--- src/rtl/sz_pkg.sv ---
package sz_pkg;
  typedef enum logic [1:0] {
    ST_IDLE   = 2'd0,
    ST_FIRST  = 2'd1,
    ST_SECOND = 2'd2,
    ST_RESP   = 2'd3
  } sz_state_e;
endpackage

--- src/rtl/sz_rst_sync.sv ---
module sz_rst_sync #(
  parameter int STAGES = 2
) (
  input  logic clk,
  input  logic rst_n,
  output logic rst_n_sync
);
  logic [STAGES-1:0] chain_q;

  always_ff @(posedge clk or negedge rst_n) begin
    if (!rst_n) chain_q <= '0;
    else        chain_q <= {chain_q[STAGES-2:0], 1'b1};
  end

  assign rst_n_sync = chain_q[STAGES-1];
endmodule

--- src/rtl/sz_ctrl.sv ---
module sz_ctrl
  import sz_pkg::*;
(
  input  logic      clk,
  input  logic      rst_n,
  input  logic      m_req,
  input  logic      split,
  input  logic      b_done,
  input  logic      b_err,
  output sz_state_e state,
  output logic      err_q,
  output logic      cap_first,
  output logic      cap_final
);
  sz_state_e state_d;
  logic      err_d;
  logic      on_bus;

  assign on_bus    = (state == ST_FIRST) || (state == ST_SECOND);
  assign cap_first = (state == ST_FIRST) && b_done && !b_err && split;
  assign cap_final = b_done && !b_err &&
                     (((state == ST_FIRST) && !split) || (state == ST_SECOND));

  always_comb begin
    state_d = state;
    unique case (state)
      ST_IDLE:   if (m_req) state_d = ST_FIRST;
      ST_FIRST:  if (b_done) state_d = (split && !b_err) ? ST_SECOND : ST_RESP;
      ST_SECOND: if (b_done) state_d = ST_RESP;
      default:   state_d = ST_IDLE;
    endcase
  end

  always_comb begin
    err_d = err_q;
    if (state == ST_IDLE)           err_d = 1'b0;
    else if (on_bus && b_done && b_err) err_d = 1'b1;
  end

  always_ff @(posedge clk or negedge rst_n) begin
    if (!rst_n) begin
      state <= ST_IDLE;
      err_q <= 1'b0;
    end else begin
      state <= state_d;
      err_q <= err_d;
    end
  end
endmodule

--- src/rtl/sz_steer.sv ---
module sz_steer
  import sz_pkg::*;
#(
  parameter int DATA_W = 16
) (
  input  sz_state_e         state,
  input  logic              narrow_eff,
  input  logic              split,
  input  logic              m_write,
  input  logic [1:0]        m_be,
  input  logic [DATA_W-1:0] m_wdata,
  output logic              b_cyc,
  output logic              b_write,
  output logic              b_a0,
  output logic [1:0]        b_lanes,
  output logic [DATA_W-1:0] b_wdata
);
  localparam int BYTE_W = DATA_W / 2;

  logic              pick_low;
  logic [BYTE_W-1:0] lane_byte;

  assign b_cyc   = (state == ST_FIRST) || (state == ST_SECOND);
  assign b_write = m_write;

  always_comb begin
    if (split) pick_low = (state == ST_SECOND);
    else       pick_low = (m_be == 2'b01);
  end

  assign lane_byte = pick_low ? m_wdata[BYTE_W-1:0] : m_wdata[DATA_W-1:BYTE_W];

  always_comb begin
    if (narrow_eff) begin
      b_a0    = pick_low;
      b_lanes = 2'b10;
      b_wdata = {lane_byte, lane_byte};
    end else begin
      b_a0    = 1'b0;
      b_lanes = m_be;
      b_wdata = m_wdata;
    end
  end
endmodule

--- src/rtl/sz_asm.sv ---
module sz_asm #(
  parameter int DATA_W = 16
) (
  input  logic              clk,
  input  logic              rst_n,
  input  logic              cap_first,
  input  logic              cap_final,
  input  logic              narrow_eff,
  input  logic              split,
  input  logic [1:0]        m_be,
  input  logic [DATA_W-1:0] b_rdata,
  output logic [DATA_W-1:0] rdata_q
);
  localparam int BYTE_W = DATA_W / 2;

  logic [BYTE_W-1:0] hi_q, hi_d;
  logic [DATA_W-1:0] rdata_d;
  logic [BYTE_W-1:0] up_byte;

  assign up_byte = b_rdata[DATA_W-1:BYTE_W];

  always_comb begin
    hi_d = hi_q;
    if (cap_first) hi_d = up_byte;
  end

  always_comb begin
    rdata_d = rdata_q;
    if (cap_final) begin
      if (!narrow_eff)         rdata_d = b_rdata;
      else if (split)          rdata_d = {hi_q, up_byte};
      else if (m_be == 2'b01)  rdata_d = {{BYTE_W{1'b0}}, up_byte};
      else                     rdata_d = {up_byte, {BYTE_W{1'b0}}};
    end
  end

  always_ff @(posedge clk or negedge rst_n) begin
    if (!rst_n) begin
      hi_q    <= '0;
      rdata_q <= '0;
    end else begin
      hi_q    <= hi_d;
      rdata_q <= rdata_d;
    end
  end
endmodule

--- src/rtl/bus_port_sizer.sv ---
module bus_port_sizer
  import sz_pkg::*;
#(
  parameter int DATA_W = 16
) (
  input  logic              clk,
  input  logic              rst_n,
  input  logic              m_req,
  input  logic              m_write,
  input  logic [1:0]        m_be,
  input  logic [DATA_W-1:0] m_wdata,
  input  logic              narrow,
  input  logic              periph,
  output logic [DATA_W-1:0] m_rdata,
  output logic              m_ack,
  output logic              m_err,
  output logic              b_cyc,
  output logic              b_write,
  output logic              b_a0,
  output logic [1:0]        b_lanes,
  output logic [DATA_W-1:0] b_wdata,
  input  logic [DATA_W-1:0] b_rdata,
  input  logic              b_done,
  input  logic              b_err
);
  logic      rst_n_i;
  sz_state_e state;
  logic      err_q, cap_first, cap_final;
  logic      narrow_eff, split;

  assign narrow_eff = narrow && !periph;
  assign split      = narrow_eff && (m_be == 2'b11);

  sz_rst_sync #(.STAGES(2)) u_rst (
    .clk(clk), .rst_n(rst_n), .rst_n_sync(rst_n_i)
  );

  sz_ctrl u_ctrl (
    .clk(clk), .rst_n(rst_n_i), .m_req(m_req), .split(split),
    .b_done(b_done), .b_err(b_err), .state(state), .err_q(err_q),
    .cap_first(cap_first), .cap_final(cap_final)
  );

  sz_steer #(.DATA_W(DATA_W)) u_steer (
    .state(state), .narrow_eff(narrow_eff), .split(split),
    .m_write(m_write), .m_be(m_be), .m_wdata(m_wdata),
    .b_cyc(b_cyc), .b_write(b_write), .b_a0(b_a0),
    .b_lanes(b_lanes), .b_wdata(b_wdata)
  );

  sz_asm #(.DATA_W(DATA_W)) u_asm (
    .clk(clk), .rst_n(rst_n_i), .cap_first(cap_first),
    .cap_final(cap_final), .narrow_eff(narrow_eff), .split(split),
    .m_be(m_be), .b_rdata(b_rdata), .rdata_q(m_rdata)
  );

  assign m_ack = (state == ST_RESP) && !err_q;
  assign m_err = (state == ST_RESP) && err_q;
endmodule

--- config.mk ---
export PLATFORM = sky130hd
export DESIGN_NAME = bus_port_sizer
export DESIGN_NICKNAME = d
export VERILOG_FILES = /design/src/rtl/sz_pkg.sv /design/src/rtl/sz_rst_sync.sv /design/src/rtl/sz_ctrl.sv /design/src/rtl/sz_steer.sv /design/src/rtl/sz_asm.sv /design/src/rtl/bus_port_sizer.sv
export SDC_FILE = /design/constraint.sdc
export NUM_CORES = 1
export LEC_CHECK = 0
export ABC_AREA = 1
export ABC_CLOCK_PERIOD_IN_PS = 4600
export BUFFER_PORTS_ARGS = -buffer_cell sky130_fd_sc_hd__buf_2
export CAP_MARGIN = 20
export CELL_PAD_IN_SITES_DETAIL_PLACEMENT = 0
export CELL_PAD_IN_SITES_GLOBAL_PLACEMENT = 2
export CORE_MARGIN = 2
export CORE_UTILIZATION = 26
export CTS_CLUSTER_DIAMETER = 80
export DETAILED_ROUTE_END_ITERATION = 12
export PLACE_DENSITY = 0.95
export SLEW_MARGIN = 20
export SYNTH_ARGS = -nofsm -noshare
export SYNTH_HDL_FRONTEND = slang
export SYNTH_SLANG_ARGS = --single-unit
--- constraint.sdc ---
create_clock -name clk -period 4.6 [get_ports clk]
set_input_delay 0.92 -clock clk [delete_from_list [all_inputs] [get_ports clk]]
set_output_delay 0.92 -clock clk [all_outputs]
set_load 0.005 [all_outputs]
== Word level (Yosys, flattened, before mapping) ==
Cells that the tools add are included.

* Flip-flop bits (word level): 29
* Input bits: 42
* Logic and storage cells: 50

* Eq/ne operators: 8
* Multiplexer cells: 15
* Reduce and logical (&&, ||, !) cells: 22

{| class="wikitable"
|+ Operators by type and width
! kind !! number
|-
| 2-to-1 mux 16 bit || 4
|-
| logical AND 1 bit || 13
|-
| 2-to-1 mux 2 bit || 4
|-
| 2-to-1 mux 8 bit || 1
|-
| equality test 2 bit, second input constant || 3
|-
| inequality test 2 bit, second input constant || 3
|-
| one-hot mux 2 bit (3 select lines) || 1
|-
| 2-to-1 mux 1 bit || 5
|-
| equality test 2 x 1 -> 1 bit, second input constant || 2
|-
| logical NOT 1 bit || 4
|-
| AND reduction 3 bit || 1
|-
| logical NOT 2 bit || 1
|-
| logical OR 1 bit || 2
|-
| nonzero test 2 bit || 1
|}

== Longest topological paths before layout ==
Gate-level depths: netlist of the first run.

* Word-level depth: 7
* Mapped depth: 9
* Depth with buffers taken out: 8

== By module ==
Synthesis of the first run repeated with hierarchy kept, for this count alone.

* Cells, all modules: 266
* Area, all modules: 1943.1 sq um

{| class="wikitable"
|+ Modules (own cells, without submodules)
! module !! times used !! cells each !! area an instance (sq um) !! sequential area each (sq um)
|-
| sz_asm || 1 || 124 || 1138.6 || 600.6
|-
| sz_steer || 1 || 94 || 452.9 || 0.0
|-
| sz_ctrl || 1 || 36 || 259.0 || 75.1
|-
| sz_rst_sync || 1 || 3 || 53.8 || 50.0
|-
| bus_port_sizer || 1 || 9 || 38.8 || 0.0
|}

== Worst setup path after synthesis of the first run ==
Ideal clock, no wire load.

* Kind: input to output
* Start point: in narrow
* End point: out b_wdata[0]
* Data arrival time: 1609 ps
* Path slack: 2071 ps
* Stages: 7
* Cells stage by stage: inv_1 > nor2_1 > nand3_2 > nand2_1 > nand2_1 > nand3_1 > nand2_1

* Word-level cells in the longest chain between the ends: 5

{| class="wikitable"
|+ RTL lines
! what !! line !! text
|-
| from (decl) || bus_port_sizer.sv:12 || <nowiki>input logic narrow,</nowiki>
|-
| logical AND 1 bit * || bus_port_sizer.sv:31 || <nowiki>assign narrow_eff = narrow && !periph;</nowiki>
|-
| logical AND 1 bit || bus_port_sizer.sv:32 || <nowiki>assign split = narrow_eff && (m_be == 2'b11);</nowiki>
|-
| 2-to-1 mux 1 bit || sz_steer.sv:27 || <nowiki>if (split) pick_low = (state == ST_SECOND);</nowiki>
|-
| 2-to-1 mux 8 bit || sz_steer.sv:31 || <nowiki>assign lane_byte = pick_low ? m_wdata[BYTE_W-1:0] : m_wdata[DATA_W-1:BYTE_W];</nowiki>
|-
| 2-to-1 mux 16 bit * || sz_steer.sv:34 || <nowiki>if (narrow_eff) begin</nowiki>
|-
| to (decl) || bus_port_sizer.sv:21 || <nowiki>output logic [DATA_W-1:0] b_wdata,</nowiki>
|}

Every way passes the cells marked *; elsewhere a longest branch is shown, timed or not.

== Worst setup path in the final report of the first run ==
* Start point: in narrow
* End point: out b_wdata[5]

Same word-level chain as after synthesis.

==> impl_metrics.yaml, run 1 <==
critical_path:
  crit_arrival_ns: 2.64
  path_class: "primary input to output pin"
  crit_fanout: 11
  crit_top_cell: "nand2_1"
  start_kind: "primary input"
  crit_path_top_delay_cell: "nor2_1"
  cp.required_ns: 3.68
  cp-end-kind: "output pin"
  cp_cell_sequence: "buf_2 > inv_1 > nor2_1 > nand3_2 > nand2_1 > nand2_1 > nand3_1 > nand2_1 > buf_2"
  max_stage_delay_ns: 0.57
floorplanning:
  die_w_um: 87.19
  core_mm2: 0.006756
  io_pins: 81
  start_util_pct: 26.63
  dieArea_mm2: 0.007601
  die_height_um: 87.19
  num_rows: 30
final_layout:
  postLayoutCoreUtil_pct: 34.44
  area_delta_synth_final_pct: 29.35
  drive_gt1_share_pct: 27.03
  multi_input_area_um2: 879.6
  seqCellArea_um2: 726.9
  fin_nets: 390
  antenna_cells: 0
  postLayoutCellArea_mm2: 0.002327
  fillers: 762
cts:
  cts_hold_repair.buffers: 0
  cts_setup_buffers: 0
  cts_max_level: 2
  path_clk_slew_ns: 0.06
  clock-root-buffer: "clkbuf_8"
  cts_buffer_depth: 2
  insertion_delay_ns: 0.28
  cts_tree: "done"
  clock-sinks: 29
  ctsResizeCount: 0
  cts_buffers: 5
pwr:
  p_leak_nw: 1.444
  cellPowerDensity_mw_per_mm2: 422.8
  vdd_drop_max_mv: 0.09486
sta:
  finalSetupTns_ns: 0
  report.final.slew_viol_count: 0
  rsz0062_at_grt: "false"
  worst_slew_pin_slew_ns: 0.7563
  layout_min_cycle_time_ns: 3.558
  whs_ns: 0.2731
  setup_ws_ns: 1.042
  setup_viol: 0
  fin_skew_ns: 0.005278
  finalCritPeriodShare_pct: 77.34
  slew_headroom_pct: 49.40
  fmax_ghz: 0.2811
  finalHoldViolCount: 0
global_routing:
  grt_antenna_before_repair: 0
  grt_usage_pct: 13.61
  grt_pass1_vias: 1779
  grt_pass1_wl_mm: 8.135
  grt_max_degree: 28
  overflow: 0
route:
  via_per_inst: 4.304
  vias: 1825
  finalWirelength_mm: 4.851
  ant_nets: 0
  drc: 0
  dr.pass1.iters: 4
  post_drt_wl_per_cell_um: 11.44
  drtIter0Drc: 89
status:
  status: "completed"
synthesis:
  synthArstFlopShare_pct: 100.0
  synth_seq_cells: 29
  syn-instance-count: 265
  synth_area_per_cell_um2: 6.790
  yosysMostFrequentCell: "nand2_1"
  yosysSeqAreaShare_pct: 40.33
  ys.flop_type: "dfrtp_1"
  synth_area_mm2: 0.001799
  yosys.area.top_type_share_pct: 40.33
  synth.net_count: 312
  synthTopCellsByCount: "nand2_1, inv_1, dfrtp_1"
  synth.distinct_cells: 22
  synth_edf_count: 0
  synth_top_area_cell: "dfrtp_1"
  yosysWarnings: 0
  ys_top_cells_by_area: "dfrtp_1, nand2_1, inv_1"
placement:
  dpl_cell_area_mm2: 0.002247
  dp_hpwl_mm: 3.618
  pre_cts_slack_ns: 0.9844
  numPortBuffers: 78
  routabilityCongestion: 0.7455
worst_hold_path:
  hp-class: "flip-flop to asynchronous set/reset pin"
run:
  max_cap_viol_count: 0
==> state kept, by name (all words and copies together), names as in the netlist <==
name	count
u_ctrl.err_q	1
u_ctrl.state	2
u_asm.rdata_q	16
u_rst.chain_q	2
u_asm.hi_q	8
==> worst max-delay path, delay by kind of cell <==
kind	cells	cell delay, ns
and+or+nand+nor	6	1.45
buffers and inverters	3	0.26
==> through the flow <==
| step | cells | total power [W] |
|---|---|---|
| floorplan | 265 | 0.0006389 |
| global placement | 416 | 0.0007940 |
| detailed placement | 416 | 0.0007998 |
| CTS | 424 | 0.001005 |
| global route | 424 | 0.001085 |
| finish | 424 | 0.0009840 |
==> final cells by class <==
class,count,share of cell area (%)
Sequential cell,29,31.24
Inverter,40,6.452
Clock buffer,8,3.441
Tap cell,80,4.301
Timing Repair Buffer,78,16.77
Multi-Input combinational cell,189,37.80
==> logic make-up after synthesis <==
kind of cell / after synthesis / synth area share (%)
buffers and inverters: 47 / 10.78
adders and majority gates: 5 / 3.477
and+or+nand+nor: 156 / 37.62
other: 1 / 0.2084
AOI/OAI and AO/OA: 27 / 7.580
DFF: 29 / 40.33
==> placed cells by master, fill, tap and decap left out, drive strengths merged <==
master / n
ha: 5
nand4: 1
inv: 40
buf: 78
o21ai: 24
conb: 1
a21oi: 2
dfrtp: 29
nor2: 9
o22ai: 1
nand3: 20
nand2: 126
clkbuf: 8
==> metal layers <==
metal / routed length (um) / vias to the layer above / track usage, %
met2: 2194 / 65 / 22.97
met1: 2176 / 797 / 16.33
met3: 413 / 6 / 4.645
li1: - / 957 / -
met4: 66 / 0 / 4.196
met5: 0 / - / 0
==> where the power goes <==
group          switching (W)  internal (W)  total [W]
Clock              0.0000899      0.000107   0.000197
Combinational       0.000211      0.000168   0.000379
Sequential         0.0000588      0.000349   0.000408
==> final timing paths <==
| path | from | endpoint | slack [ns] | depth (start not counted) |
|---|---|---|---|---|
| worst max-delay path | narrow | b_wdata[5] | 1.04 | 9 |
| worst min-delay path | u_rst.chain_q[1] | u_asm.rdata_q[11] | 0.27 | 0 |
| worst max register to register | u_ctrl.state[1] | u_asm.rdata_q[13] | 2.88 | 8 |
| worst min register to register | u_rst.chain_q[1] | u_asm.rdata_q[11] | 0.27 | 0 |
| max in group asynchronous | u_rst.chain_q[1] | u_asm.hi_q[7] | 3.92 | 0 |
| min in group clk | u_rst.chain_q[0] | u_rst.chain_q[1] | 0.35 | 0 |
(Power assumes the default switching activity.)
==> run 2, diff against run 1 <==
--- a/config.mk
+++ b/config.mk
@@ -5,17 +5,17 @@
 export SDC_FILE = /design/constraint.sdc
 export NUM_CORES = 1
 export LEC_CHECK = 0
-export ABC_AREA = 1
-export ABC_CLOCK_PERIOD_IN_PS = 4600
+export ABC_AREA = 0
+export ABC_CLOCK_PERIOD_IN_PS = 3130
 export BUFFER_PORTS_ARGS = -buffer_cell sky130_fd_sc_hd__buf_2
 export CAP_MARGIN = 20
 export CELL_PAD_IN_SITES_DETAIL_PLACEMENT = 0
 export CELL_PAD_IN_SITES_GLOBAL_PLACEMENT = 2
 export CORE_MARGIN = 2
-export CORE_UTILIZATION = 26
+export CORE_UTILIZATION = 25
 export CTS_CLUSTER_DIAMETER = 80
 export DETAILED_ROUTE_END_ITERATION = 12
-export PLACE_DENSITY = 0.95
+export PLACE_DENSITY = 0.87
 export SLEW_MARGIN = 20
 export SYNTH_ARGS = -nofsm -noshare
 export SYNTH_HDL_FRONTEND = slang
==> constraint.sdc (replaced) <==
create_clock -name clk -period 3.13 [get_ports clk]
set_input_delay 0.626 -clock clk [delete_from_list [all_inputs] [get_ports clk]]
set_output_delay 0.626 -clock clk [all_outputs]
set_load 0.005 [all_outputs]
==> impl_metrics.yaml, run 2 <==
sta:
  fmax_ghz: 0.3538
  finalSetupTns_ns: 0
  fin_skew_ns: 0.004637
  finalCritPeriodShare_pct: 90.31
  report.final.slew_viol_count: 0
  setup_viol: 0
  rsz0062_at_grt: "false"
  finalHoldViolCount: 0
  layout_min_cycle_time_ns: 2.827
synthesis:
  synth_area_per_cell_um2: 11.11
  ys.flop_type: "dfrtp_1"
  synth_area_mm2: 0.001767
  synthArstFlopShare_pct: 100.0
  synth_edf_count: 0
  synth.distinct_cells: 26
  synth_seq_cells: 29
  synthTopCellsByCount: "mux2_2, dfrtp_1, inv_1"
  yosysMostFrequentCell: "mux2_2"
  synth_top_area_cell: "dfrtp_1"
  yosysSeqAreaShare_pct: 41.08
  syn-instance-count: 159
  yosys.area.top_type_share_pct: 41.08
  yosysWarnings: 0
  ys_top_cells_by_area: "dfrtp_1, mux2_2, mux2i_1"
  synth.net_count: 206
critical_path:
  crit_arrival_ns: 2.20
  max_stage_delay_ns: 0.40
  path_class: "flip-flop to output pin"
  cp_cell_sequence: "inv_1 > ha_1 > nor2b_1 > o21a_1 > mux2_2 > buf_2"
  start_kind: "flip-flop"
  r2r_slack_ns: 1.14
  cp-end-kind: "output pin"
  cp.required_ns: 2.50
  crit_path_top_delay_cell: "dfrtp_1"
  crit_fanout: 8
floorplanning:
  die_w_um: 88.07
  io_pins: 81
  die_height_um: 88.07
  num_rows: 30
  start_util_pct: 25.86
  dieArea_mm2: 0.007755
  core_mm2: 0.006832
pwr:
  p_clk_share_pct: 21.9
  vdd_drop_max_mv: 0.2878
  share_seq_of_total_power_pct: 38.9
  cell_internal_pwr_w: 0.001066
  cellPowerDensity_mw_per_mm2: 654.6
  p_leak_nw: 1.214
  p_comb_share_pct: 39.2
  netSwitchingFraction_pct: 31.29
  p_switching_w: 0.0004854
cts:
  cts_hold_repair.buffers: 0
  clock-sinks: 29
  ctsResizeCount: 0
  cts_max_level: 2
  path_clk_slew_ns: 0.06
  cts_buffer_depth: 2
  clock-root-buffer: "clkbuf_8"
  insertion_delay_ns: 0.28
  cts_buffers: 5
  cts_setup_buffers: 0
  cts_tree: "done"
final_layout:
  fin_nets: 288
  regMostFlops: "u_asm.rdata_q"
  antenna_cells: 0
  largest_register_ff_count: 16
  fillers: 741
  drive_gt1_share_pct: 56.20
  postLayoutCellArea_mm2: 0.002370
  final_cells: 338
  final_common_cell: "buf_2"
  final_cell_mix: "buf_2, mux2_2, dfrtp_1"
  reg.largest.list: "u_asm.rdata_q x16, u_asm.hi_q x8"
  area_delta_synth_final_pct: 34.14
global_routing:
  grt_antenna_before_repair: 0
  overflow: 0
  grt_pass1_wl_mm: 6.430
  grt_pass1_vias: 1389
  grt_max_degree: 28
  grt_usage_pct: 10.74
route:
  ant_nets: 0
  drc: 0
  dr.pass1.iters: 3
  drtIter0Drc: 26
  finalWirelength_mm: 4.112
  route.met3.wl_um: 361
  top_layer: "met4"
  via_per_inst: 4.275
  met1_length_mm: 1.790
  vias: 1445
  wl_met2_mm: 1.927
  post_drt_wl_per_cell_um: 12.17
worst_hold_path:
  hp-class: "primary input to asynchronous set/reset pin"
status:
  status: "completed"
placement:
  dp.cells: 330
  numPortBuffers: 78
  routabilityCongestion: 0.7382
  dpl_cell_area_mm2: 0.002268
  dp_hpwl_mm: 3.243
run:
  max_cap_viol_count: 0
==> run 2: power by group through the flow <==
stage               registers (W)  clock network (W)  logic, W
finish                   0.000604           0.000340  0.000608
global route             0.000621           0.000375  0.000678
CTS                      0.000607           0.000352  0.000626
detailed placement       0.000612                  0  0.000624
global placement         0.000602                  0  0.000612
floorplan                0.000614                  0  0.000360
==> run 2: area by class of cell <==
| cell class | instances | area, um2 | share of cell area, % |
|---|---|---|---|
| multi-input combinational | 99 | 900.9 | 38.01 |
| sequential | 29 | 725.7 | 30.62 |
| timing repair buffer | 85 | 442.9 | 18.69 |
| tap | 96 | 120.1 | 5.069 |
| clock buffer | 7 | 96.34 | 4.065 |
| inverter | 21 | 78.83 | 3.326 |
| clock inverter | 1 | 5.005 | 0.2112 |
==> run 2: worst max-delay path: cells and delay by family (launching register included) <==
family / cells / cell delay (ns)
DFF: 1 / 0.40
muxes: 1 / 0.38
AOI/OAI and AO/OA: 1 / 0.38
and+or+nand+nor: 1 / 0.30
buffers and inverters: 2 / 0.21
adders and majority gates: 1 / 0.25
==> run 2: cell families (layout without fill, tap and decap cells) <==
logic type | Yosys count | in the layout | share of synthesized area, %
DFF | 29 | 29 | 41.08
buffers and inverters | 31 | 114 | 7.932
muxes | 58 | 58 | 35.76
AOI/OAI and AO/OA | 5 | 5 | 3.188
and+or+nand+nor | 30 | 30 | 8.287
adders and majority gates | 5 | 5 | 3.541
other | 1 | 1 | 0.2123
==> run 2: final timing paths <==
check	startpoint	endpoint	cells after the start
worst min register to register	u_rst.chain_q[1]	u_asm.rdata_q[13]	1
worst max register to register	u_ctrl.state[0]	u_asm.rdata_q[2]	6
worst min-delay path	rst_n	u_rst.chain_q[1]	1
max in group asynchronous	u_rst.chain_q[1]	u_asm.rdata_q[3]	1
worst max-delay path	u_ctrl.state[0]	b_wdata[1]	6
min in group clk	u_rst.chain_q[0]	u_rst.chain_q[1]	0
==> run 2: per-layer routing <==
layer | up-vias | GRT usage (%)
li1 | 693 | -
met1 | 682 | 12.46
met2 | 65 | 18.87
met3 | 5 | 3.487
met4 | 0 | 3.306
met5 | - | 0
==> run 2: per-stage QoR <==
step / total power [W] / setup WS [ns] / hold WS [ns] / utilization (%)
2_1_floorplan: 0.0009739 / 0.5640 / 0.3304 / -
3_3_place_gp: 0.001214 / 0.6483 / 0.2550 / 33.21
3_5_place_dp: 0.001236 / 0.6050 / 0.2587 / 33.21
4_1_cts: 0.001584 / 0.2895 / 0.1123 / 34.69
5_1_grt: 0.001674 / 0.2152 / 0.1100 / 34.69
6_report: 0.001551 / 0.3033 / 0.1226 / 34.69
